**config.mk**
```make
export PLATFORM = sky130hd
export DESIGN_NAME = nvdac_cmd_decoder
export DESIGN_NICKNAME = d
export VERILOG_FILES = /design/src/rtl/nvdac_cmd_decoder.sv
export SDC_FILE = /design/constraint.sdc
export NUM_CORES = 1
export LEC_CHECK = 0
export BUFFER_PORTS_ARGS = -buffer_cell sky130_fd_sc_hd__buf_2
export CAP_MARGIN = 20
export CORE_MARGIN = 2
export CORE_UTILIZATION = 24
export DETAILED_ROUTE_END_ITERATION = 8
export HOLD_SLACK_MARGIN = 0.03
export REMOVE_ABC_BUFFERS = 1
export SYNTH_ARGS = -nofsm -noshare
export SYNTH_HDL_FRONTEND = slang
export SYNTH_SLANG_ARGS = --single-unit
```
**constraint.sdc**
```tcl
create_clock -name clk -period 3.5 [get_ports clk]
set_input_delay 0.175 -clock clk [delete_from_list [all_inputs] [get_ports clk]]
set_output_delay 0.175 -clock clk [all_outputs]
set_load 0.02 [all_outputs]
```
**src/rtl/nvdac_cmd_decoder.sv**
```systemverilog
module nvdac_cmd_decoder #(
  parameter int CHANS       = 12,
  parameter int PAGES       = 4,
  parameter int DW          = 8,
  parameter int PROG_CYCLES = 40,
  parameter int LEAD_BITS   = 6
) (
  input  logic                      clk,
  input  logic                      rst_n,
  input  logic                      cmd_valid,
  input  logic [1:0]                cmd_ctrl,
  input  logic [3:0]                cmd_chan,
  input  logic [$clog2(PAGES)-1:0]  cmd_page,
  input  logic [DW-1:0]             cmd_data,
  input  logic                      ext_recall,
  input  logic [$clog2(PAGES)-1:0]  ext_page,
  output logic                      chan_we,
  output logic [3:0]                chan_idx,
  output logic [DW-1:0]             chan_data,
  output logic                      seq_start,
  output logic                      rd_bit,
  output logic                      rd_strobe,
  output logic                      busy
);
  localparam int PW    = $clog2(PAGES);
  localparam int DEPTH = PAGES * CHANS;
  localparam int AW    = $clog2(DEPTH);
  localparam int RBITS = LEAD_BITS + DW;
  localparam int RCW   = $clog2(RBITS);
  localparam int PCW   = $clog2(PROG_CYCLES + 1);
  localparam int WIW   = $clog2(CHANS + 2);

  typedef enum logic [2:0] {S_IDLE, S_ONE, S_WALK, S_READ, S_PROG} st_t;

  st_t             state;
  logic [DW-1:0]   mem [DEPTH];
  logic [WIW-1:0]  widx;
  logic [PW-1:0]   wpage;
  logic            wen;
  logic [RCW-1:0]  rcnt;
  logic [DW-1:0]   rword;
  logic [PCW-1:0]  pcnt;

  logic [AW-1:0] cmd_addr, walk_addr;
  logic [DW-1:0] cmd_word, walk_word;

  assign cmd_addr  = AW'(int'(cmd_page) * CHANS + int'(cmd_chan) - 1);
  assign walk_addr = AW'(int'(wpage) * CHANS + int'(widx) - 1);
  assign cmd_word  = (int'(cmd_addr)  < DEPTH) ? mem[cmd_addr]  : '0;
  assign walk_word = (int'(walk_addr) < DEPTH) ? mem[walk_addr] : '0;

  wire idle     = (state == S_IDLE);
  wire ch_ok    = (cmd_chan >= 4'd1) && (int'(cmd_chan) <= CHANS);
  wire take_ext = idle && ext_recall;
  wire take_cmd = idle && cmd_valid && !ext_recall;

  wire op_direct = take_cmd && cmd_ctrl == 2'b00 && ch_ok;
  wire op_store  = take_cmd && cmd_ctrl == 2'b01 && ch_ok && wen;
  wire op_recall = take_cmd && cmd_ctrl == 2'b10 && ch_ok;
  wire op_all    = take_cmd && cmd_ctrl == 2'b10 && cmd_chan == 4'd0;
  wire op_wen    = take_cmd && cmd_ctrl == 2'b11 && cmd_chan == 4'd0;
  wire op_wdis   = take_cmd && cmd_ctrl == 2'b11 && cmd_chan == 4'hF;
  wire op_read   = take_cmd && cmd_ctrl == 2'b11 && ch_ok;

  always_ff @(posedge clk or negedge rst_n) begin
    if (!rst_n) begin
      state     <= S_WALK;
      widx      <= WIW'(1);
      wpage     <= '0;
      wen       <= 1'b0;
      chan_we   <= 1'b0;
      chan_idx  <= '0;
      chan_data <= '0;
      rcnt      <= '0;
      rword     <= '0;
      pcnt      <= '0;
      for (int i = 0; i < DEPTH; i++) mem[i] <= '0;
    end else begin
      chan_we <= 1'b0;
      case (state)
        S_IDLE: begin
          if (take_ext) begin
            state <= S_WALK;
            widx  <= WIW'(1);
            wpage <= ext_page;
            wen   <= 1'b0;
          end else if (op_direct) begin
            chan_we   <= 1'b1;
            chan_idx  <= cmd_chan;
            chan_data <= cmd_data;
          end else if (op_recall) begin
            chan_we   <= 1'b1;
            chan_idx  <= cmd_chan;
            chan_data <= cmd_word;
            state     <= S_ONE;
          end else if (op_all) begin
            state <= S_WALK;
            widx  <= WIW'(1);
            wpage <= cmd_page;
          end else if (op_wen) begin
            wen <= 1'b1;
          end else if (op_wdis) begin
            wen <= 1'b0;
          end else if (op_read) begin
            state <= S_READ;
            rcnt  <= '0;
            rword <= cmd_word;
          end else if (op_store) begin
            mem[cmd_addr] <= cmd_data;
            state         <= S_PROG;
            pcnt          <= PCW'(PROG_CYCLES - 1);
          end
        end
        S_ONE: state <= S_IDLE;
        S_WALK: begin
          if (int'(widx) == CHANS + 1) begin
            state <= S_IDLE;
          end else begin
            chan_we   <= 1'b1;
            chan_idx  <= 4'(widx);
            chan_data <= walk_word;
            widx      <= widx + 1'b1;
          end
        end
        S_READ: begin
          if (rcnt >= RCW'(LEAD_BITS)) rword <= rword << 1;
          if (rcnt == RCW'(RBITS - 1)) state <= S_IDLE;
          else rcnt <= rcnt + 1'b1;
        end
        S_PROG: begin
          if (pcnt == '0) state <= S_IDLE;
          else pcnt <= pcnt - 1'b1;
        end
        default: state <= S_IDLE;
      endcase
    end
  end

  assign busy      = !idle;
  assign seq_start = (state == S_WALK) && (widx == WIW'(1));
  assign rd_strobe = (state == S_READ) && (rcnt >= RCW'(LEAD_BITS));
  assign rd_bit    = rd_strobe && rword[DW-1];
endmodule

```
After elaboration in Yosys (flattened, before gate mapping)
Cells that the tools add are included.
Widths: inputs -> output; s select.
{"block": "totals", "register_bits": 425, "latchBits": 0, "mem_bits_rw": 0, "mem_bits_ro": 0, "inputBits": 22, "wordCells": 242, "mem_count": 0}
{"block": "op_classes", "add_sub_neg": 7, "multipliers": 2, "div": 0, "magnitude_cmp": 8, "n_eq_ne": 36, "shifts": 0, "n_mux": 82, "bitwise": 9, "reduce_logical": 40}
{"operator": "$bwmux 384", "n": 1}
{"operator": "$mux 8", "n": 19}
{"operator": "$bmux 8 s6", "n": 2}
{"operator": "$mux 4", "n": 17}
{"operator": "$mux 6", "n": 9}
{"operator": "$demux 8 s6", "n": 1}
{"operator": "$ne 2x2->1 const B", "n": 17}
{"operator": "$mux 3", "n": 11}
{"operator": "$pmux 8 s2", "n": 2}
{"operator": "$reduce_and 9->1", "n": 3}
{"operator": "$pmux 4 s2", "n": 3}
{"operator": "$logic_and 1x1->1", "n": 20}
{"operator": "$sub 6x1->6 const B", "n": 3}
{"operator": "$ge 7x7->1 const B", "n": 2}
{"operator": "$not 6->7", "n": 2}
{"operator": "$add 6x4->6", "n": 2}
{"operator": "$lt 6x6->1 const B", "n": 2}
{"operator": "$pmux 3 s4", "n": 1}
{"operator": "$pmux 6 s2", "n": 1}
{"operator": "$mux 1", "n": 10}
{"operator": "$ne 5x5->1 const B", "n": 2}
{"operator": "$reduce_and 10->1", "n": 1}
{"operator": "$reduce_and 5->1", "n": 2}
{"operator": "$add 4x1->4 const B", "n": 2}
{"operator": "28 further kinds", "n": 49}

Longest topological paths before layout
{"block": "depth", "depth_word": 16, "depth_mapped": 15}

Worst setup path after synthesis
No wires, ideal clock.
{"block": "synth_path", "path_type": "register to register", "start": "reg widx[3]", "end": "reg chan_data[7]", "setup_time_ns": 0.126, "arrival_time_ns": 3.135, "slack_ns": 0.239, "stages_incl_launch_ff": 12, "period_less_slack_ns": 3.261, "cell_sequence": "dfrtp_1 -> inv_1 -> fa_1 -> inv_1 -> ha_1 -> xor2_1 -> buf_4 -> buf_2 -> mux2i_1 -> nor3_1 -> or3_1 -> a221o_1"}
{"block": "synth_between", "elab_chain_len": 9, "elab_cells_between_ends": 13, "classes_between": "2 x add/sub; 1 x order compare; 2 x eq/ne; 6 x mux; 1 x bitwise; 1 x reduce/logical"}
{"item": "from (decl)", "line_no": "37", "source": "logic [WIW-1:0] widx;"}
{"item": "from (signal assigned)", "line_no": "122", "source": "widx <= widx + 1'b1;"}
{"item": "$add 6x4->6", "line_no": "48", "source": "assign walk_addr = AW'(int'(wpage) * CHANS + int'(widx) - 1);"}
{"item": "$sub 6x1->6", "line_no": "48"}
{"item": "$not 6->7 (implied by the code)", "line_no": "50", "source": "assign walk_word = (int'(walk_addr) < DEPTH) ? mem[walk_addr] : '0;"}
{"item": "$bmux 8 s6", "line_no": "50"}
{"item": "$mux 8 (implied by the code) (2 in a row)", "line_no": "50"}
{"item": "$mux 8", "line_no": "50"}
{"item": "$mux 8", "line_no": "116", "source": "if (int'(widx) == CHANS + 1) begin"}
{"item": "$pmux 8 s2", "line_no": "80", "source": "case (state)"}
{"item": "to (signal assigned)", "line_no": "90", "source": "chan_data <= cmd_data;"}
{"item": "to (signal assigned)", "line_no": "94", "source": "chan_data <= cmd_word;"}
{"item": "to (signal assigned)", "line_no": "121", "source": "chan_data <= walk_word;"}
{"item": "to (decl)", "line_no": "19", "source": "output logic [DW-1:0] chan_data,"}
Several ways; a longest one is shown, not always the timed one. The select of a mux whose other input is x is not followed.
A chain may end at the register's enable or synchronous reset.

Final worst setup path
{"block": "layout_path", "start": "reg widx[3]", "end": "reg chan_data[2]"}
The elaborated chain is that of the path after synthesis.

==> impl_metrics.tcl <==
set metrics [dict create \
    status "complete, no violations" \
    arrival_ns 3.87 \
    crit_buf_inv 5 \
    cts_tree "yes" \
    synth_top_area_share_pct 44.84 \
    worstMarginPinSlew_ns 1.133 \
    tns_ns 0 \
    relSlewSlack_pct 24.46 \
    grt_usage_pct 16.45 \
    vdd_drop_max_uv 633.1 \
    slowest_stage "fa_1" \
    grt_use_met2_pct 26.30 \
    drt-pass1-iter-count 5 \
    layout-drive-gt1-share_pct 47.58 \
    grt_pass1_vias 17700 \
    skew_ns 0.02072 \
    syn_to_final_growth_pct 21.21 \
    period_needed_ns 3.392 \
    leakage_uw 0.01303 \
    met3_usage_pct 2.777 \
    worst_setup_path_end_kind "flip-flop" \
    layout_common_cells "dfrtp_1, mux2_2, buf_4, mux4_2, o22ai_1" \
    synth_ff_type "dfrtp_1" \
    cp-start-kind "flip-flop" \
    cp_slowest_stage_delay_ns 0.55 \
    initial_core_util_pct 24.09 \
    final_nets 1989 \
    cts_buffer_depth 3 \
    drv_cap 0 \
    syn_area_per_cell_um2 13.25 \
    clkSinkCount 425 \
    use_met1_pct 22.58 \
    wl_per_cell_um 25.75 \
    syn_inst 1782 \
    r2r-start "widx[3]$_DFFE_PN0P_" \
    multiInputGateArea_mm2 0.01237 \
    drc 0 \
    rows 115 \
    final-setup-viol-count 0 \
    criticalPathCategory "flip-flop to flip-flop" \
    ant_nets 0 \
    synth_edf_count 0 \
    ys_types 88 \
    path_cells "inv_1, fa_1, inv_1, ha_1, buf_4, xor2_4, buf_12, buf_12, mux2i_1, mux4_2, and3_1, o32ai_1" \
    vias 17480 \
    finalPower_uw 18320 \
    drt_first_iter_violations 1975 \
    min_path_type "primary input to flip-flop" \
    rsz0062_at_grt "false" \
    antenna_found_initial 2 \
    cp_top_family "adder cells" \
    synthTopCellsByArea "dfrtp_1, mux2_2, mux4_2" \
    worstHoldStart "cmd_chan[2]" \
    fmax_mhz 294.8 \
    register_area_mm2 0.01064 \
    dpl.hpwl_mm 59.75 \
    place_ws_ns -0.2280 \
    cts.reportedPaths.clkPinSlew_ns 0.06 \
    drt-vias-per-instance 5.345 \
    grt_pass1_wl_mm 125.4 \
    synth_top_area_cell "dfrtp_1" \
    wl_mm 84.20 \
    io_buffer_count 38 \
    io_pins 39 \
    cts_buffers 47 \
    stdcell_area_mm2 0.02861 \
    ys_ff_latch 425 \
    htree_levels 2 \
    design.die.area_mm2 0.1009 \
    power.density_mw_per_mm2 640.1 \
    die_x_um 317.6 \
    netlist_area_mm2 0.02361 \
    critical_path_required_ns 3.98 \
    root_buffer "clkbuf_16" \
    final_common_cell "dfrtp_1" \
    clk_latency_ns 0.60 \
    crit_start "widx[3]$_DFFE_PN0P_" \
    grt_max_degree 107 \
    busiest_layer "met2" \
    globalRoute.totalOverflow 0 \
    finalHoldViolations 0 \
    setup_ws_ns 0.1078 \
    synthArstFlopShare_pct 100.0 \
    yosysWarnings 0 \
    crit_fanout 13 \
    gp_congestion 0.9406 \
    slew_violations 0 \
    reg2reg_slack_ns 0.11 \
    fp.dieH_um 317.6 \
    fin_crit_sh_pct 96.92 \
    placed_area_mm2 0.02695 \
    seq_area_frac_synth_pct 45.06 \
    core_area_mm2 0.09799 \
    nFillCells 9818 \
]
==> area by class of cell <==
cell class | instances | share of cell area (%)
Antenna cell | 1 | 0.008745
Clock buffer | 61 | 4.578
Clock inverter | 25 | 0.8789
Inverter | 31 | 0.4067
Multi-Input combinational cell | 1191 | 43.22
Sequential cell | 425 | 37.19
Tap cell | 1287 | 5.628
Timing Repair Buffer | 249 | 8.090
==> stage by stage <==
step	std cells	util, %	hold slack (ns)
6_report	3270	29.20	0.07225
5_1_grt	3269	29.20	0.1081
4_1_cts	3267	29.16	0.03637
3_5_place_dp	3175	27.50	0.2898
3_3_place_gp	3175	27.50	0.2902
2_1_floorplan	1647	-	-0.1206
==> synthesized netlist by cell type (8+ instances only) <==
master and n:
nor3_1 12, o22ai_1 67, dfrtp_1 423, nand2b_1 10, nand3_1 14, o22a_1 10
and3_1 10, nand2_1 54, inv_1 29, mux4_2 128, o21ai_0 33, nor2_1 52
buf_2 45, nand2_2 32, o31ai_1 14, nor3_4 14, mux2i_1 50, clkbuf_1 79
ha_1 18, a21oi_1 39, mux2_1 9, a22oi_1 8, or3_1 9, mux2_2 407
o221ai_1 30, a221oi_1 8, o2111ai_1 8, o21a_1 13, nand3b_1 8, a211oi_1 9
==> worst register-to-register path, delay by kind of cell, from the launching register on <==
kind	cells	cell delay (ns)
AO/OA/AOI/OAI	1	0.29
XOR/XNOR	1	0.23
adder cells (fa/ha/maj)	2	0.83
buffers and inverters	5	0.69
flip-flops	1	0.38
multiplexers	2	0.65
AND/OR/NAND/NOR	1	0.21
==> per-layer routing <==
layer / wire length (um) / vias to the layer above
li1: - / 7239
met1: 35500 / 9255
met2: 39150 / 807
met3: 6579 / 173
met4: 2948 / 4
met5: 23 / -
==> registers in the layout, summed over array words and instances, names as in the netlist <==
name / flops
chan_data: 8
chan_idx: 4
chan_we: 1
mem: 384
pcnt: 6
rcnt: 4
rword: 8
state: 3
wen: 1
widx: 4
wpage: 2
==> final timing paths <==
| check | to | cells after the start |
|---|---|---|
| min in group asynchronous | mem[306]$_DFFE_PN0P_ | 2 |
| hold reg to reg | chan_idx[2]$_DFFE_PN0P_ | 2 |
| setup / recovery | chan_data[2]$_DFFE_PN0P_ | 12 |
| hold / removal | chan_idx[2]$_DFFE_PN0P_ | 4 |
| setup reg to reg | chan_data[2]$_DFFE_PN0P_ | 12 |
| max in group asynchronous | chan_data[6]$_DFFE_PN0P_ | 3 |
==> timing repair <==
item                                   4_1_cts  5_1_grt
setup buffers                                0        1
endpoints found under the hold margin       89        0
setup endpoints to repair                    0        2
gates resized for setup                      0        1
hold buffers                                 6        0
==> cells by family after synthesis <==
kind of cell,count (synthesis),share of synthesized area (%)
flip-flops,425,45.06
buffers and inverters,166,3.005
AND/OR/NAND/NOR,265,6.869
AO/OA/AOI/OAI,302,9.297
multiplexers,594,34.18
adder cells (fa/ha/maj),22,1.293
XOR/XNOR,8,0.2968
==> power by group <==
| part | leakage (uW) | internal [uW] | total [uW] | switching [uW] |
|---|---|---|---|---|
| clock network | 0.000774 | 2940 | 5100 | 2160 |
| registers | 0.00587 | 5140 | 5420 | 281 |
| logic | 0.00639 | 3380 | 7800 | 4420 |
Power figures use the tool's default switching activity.
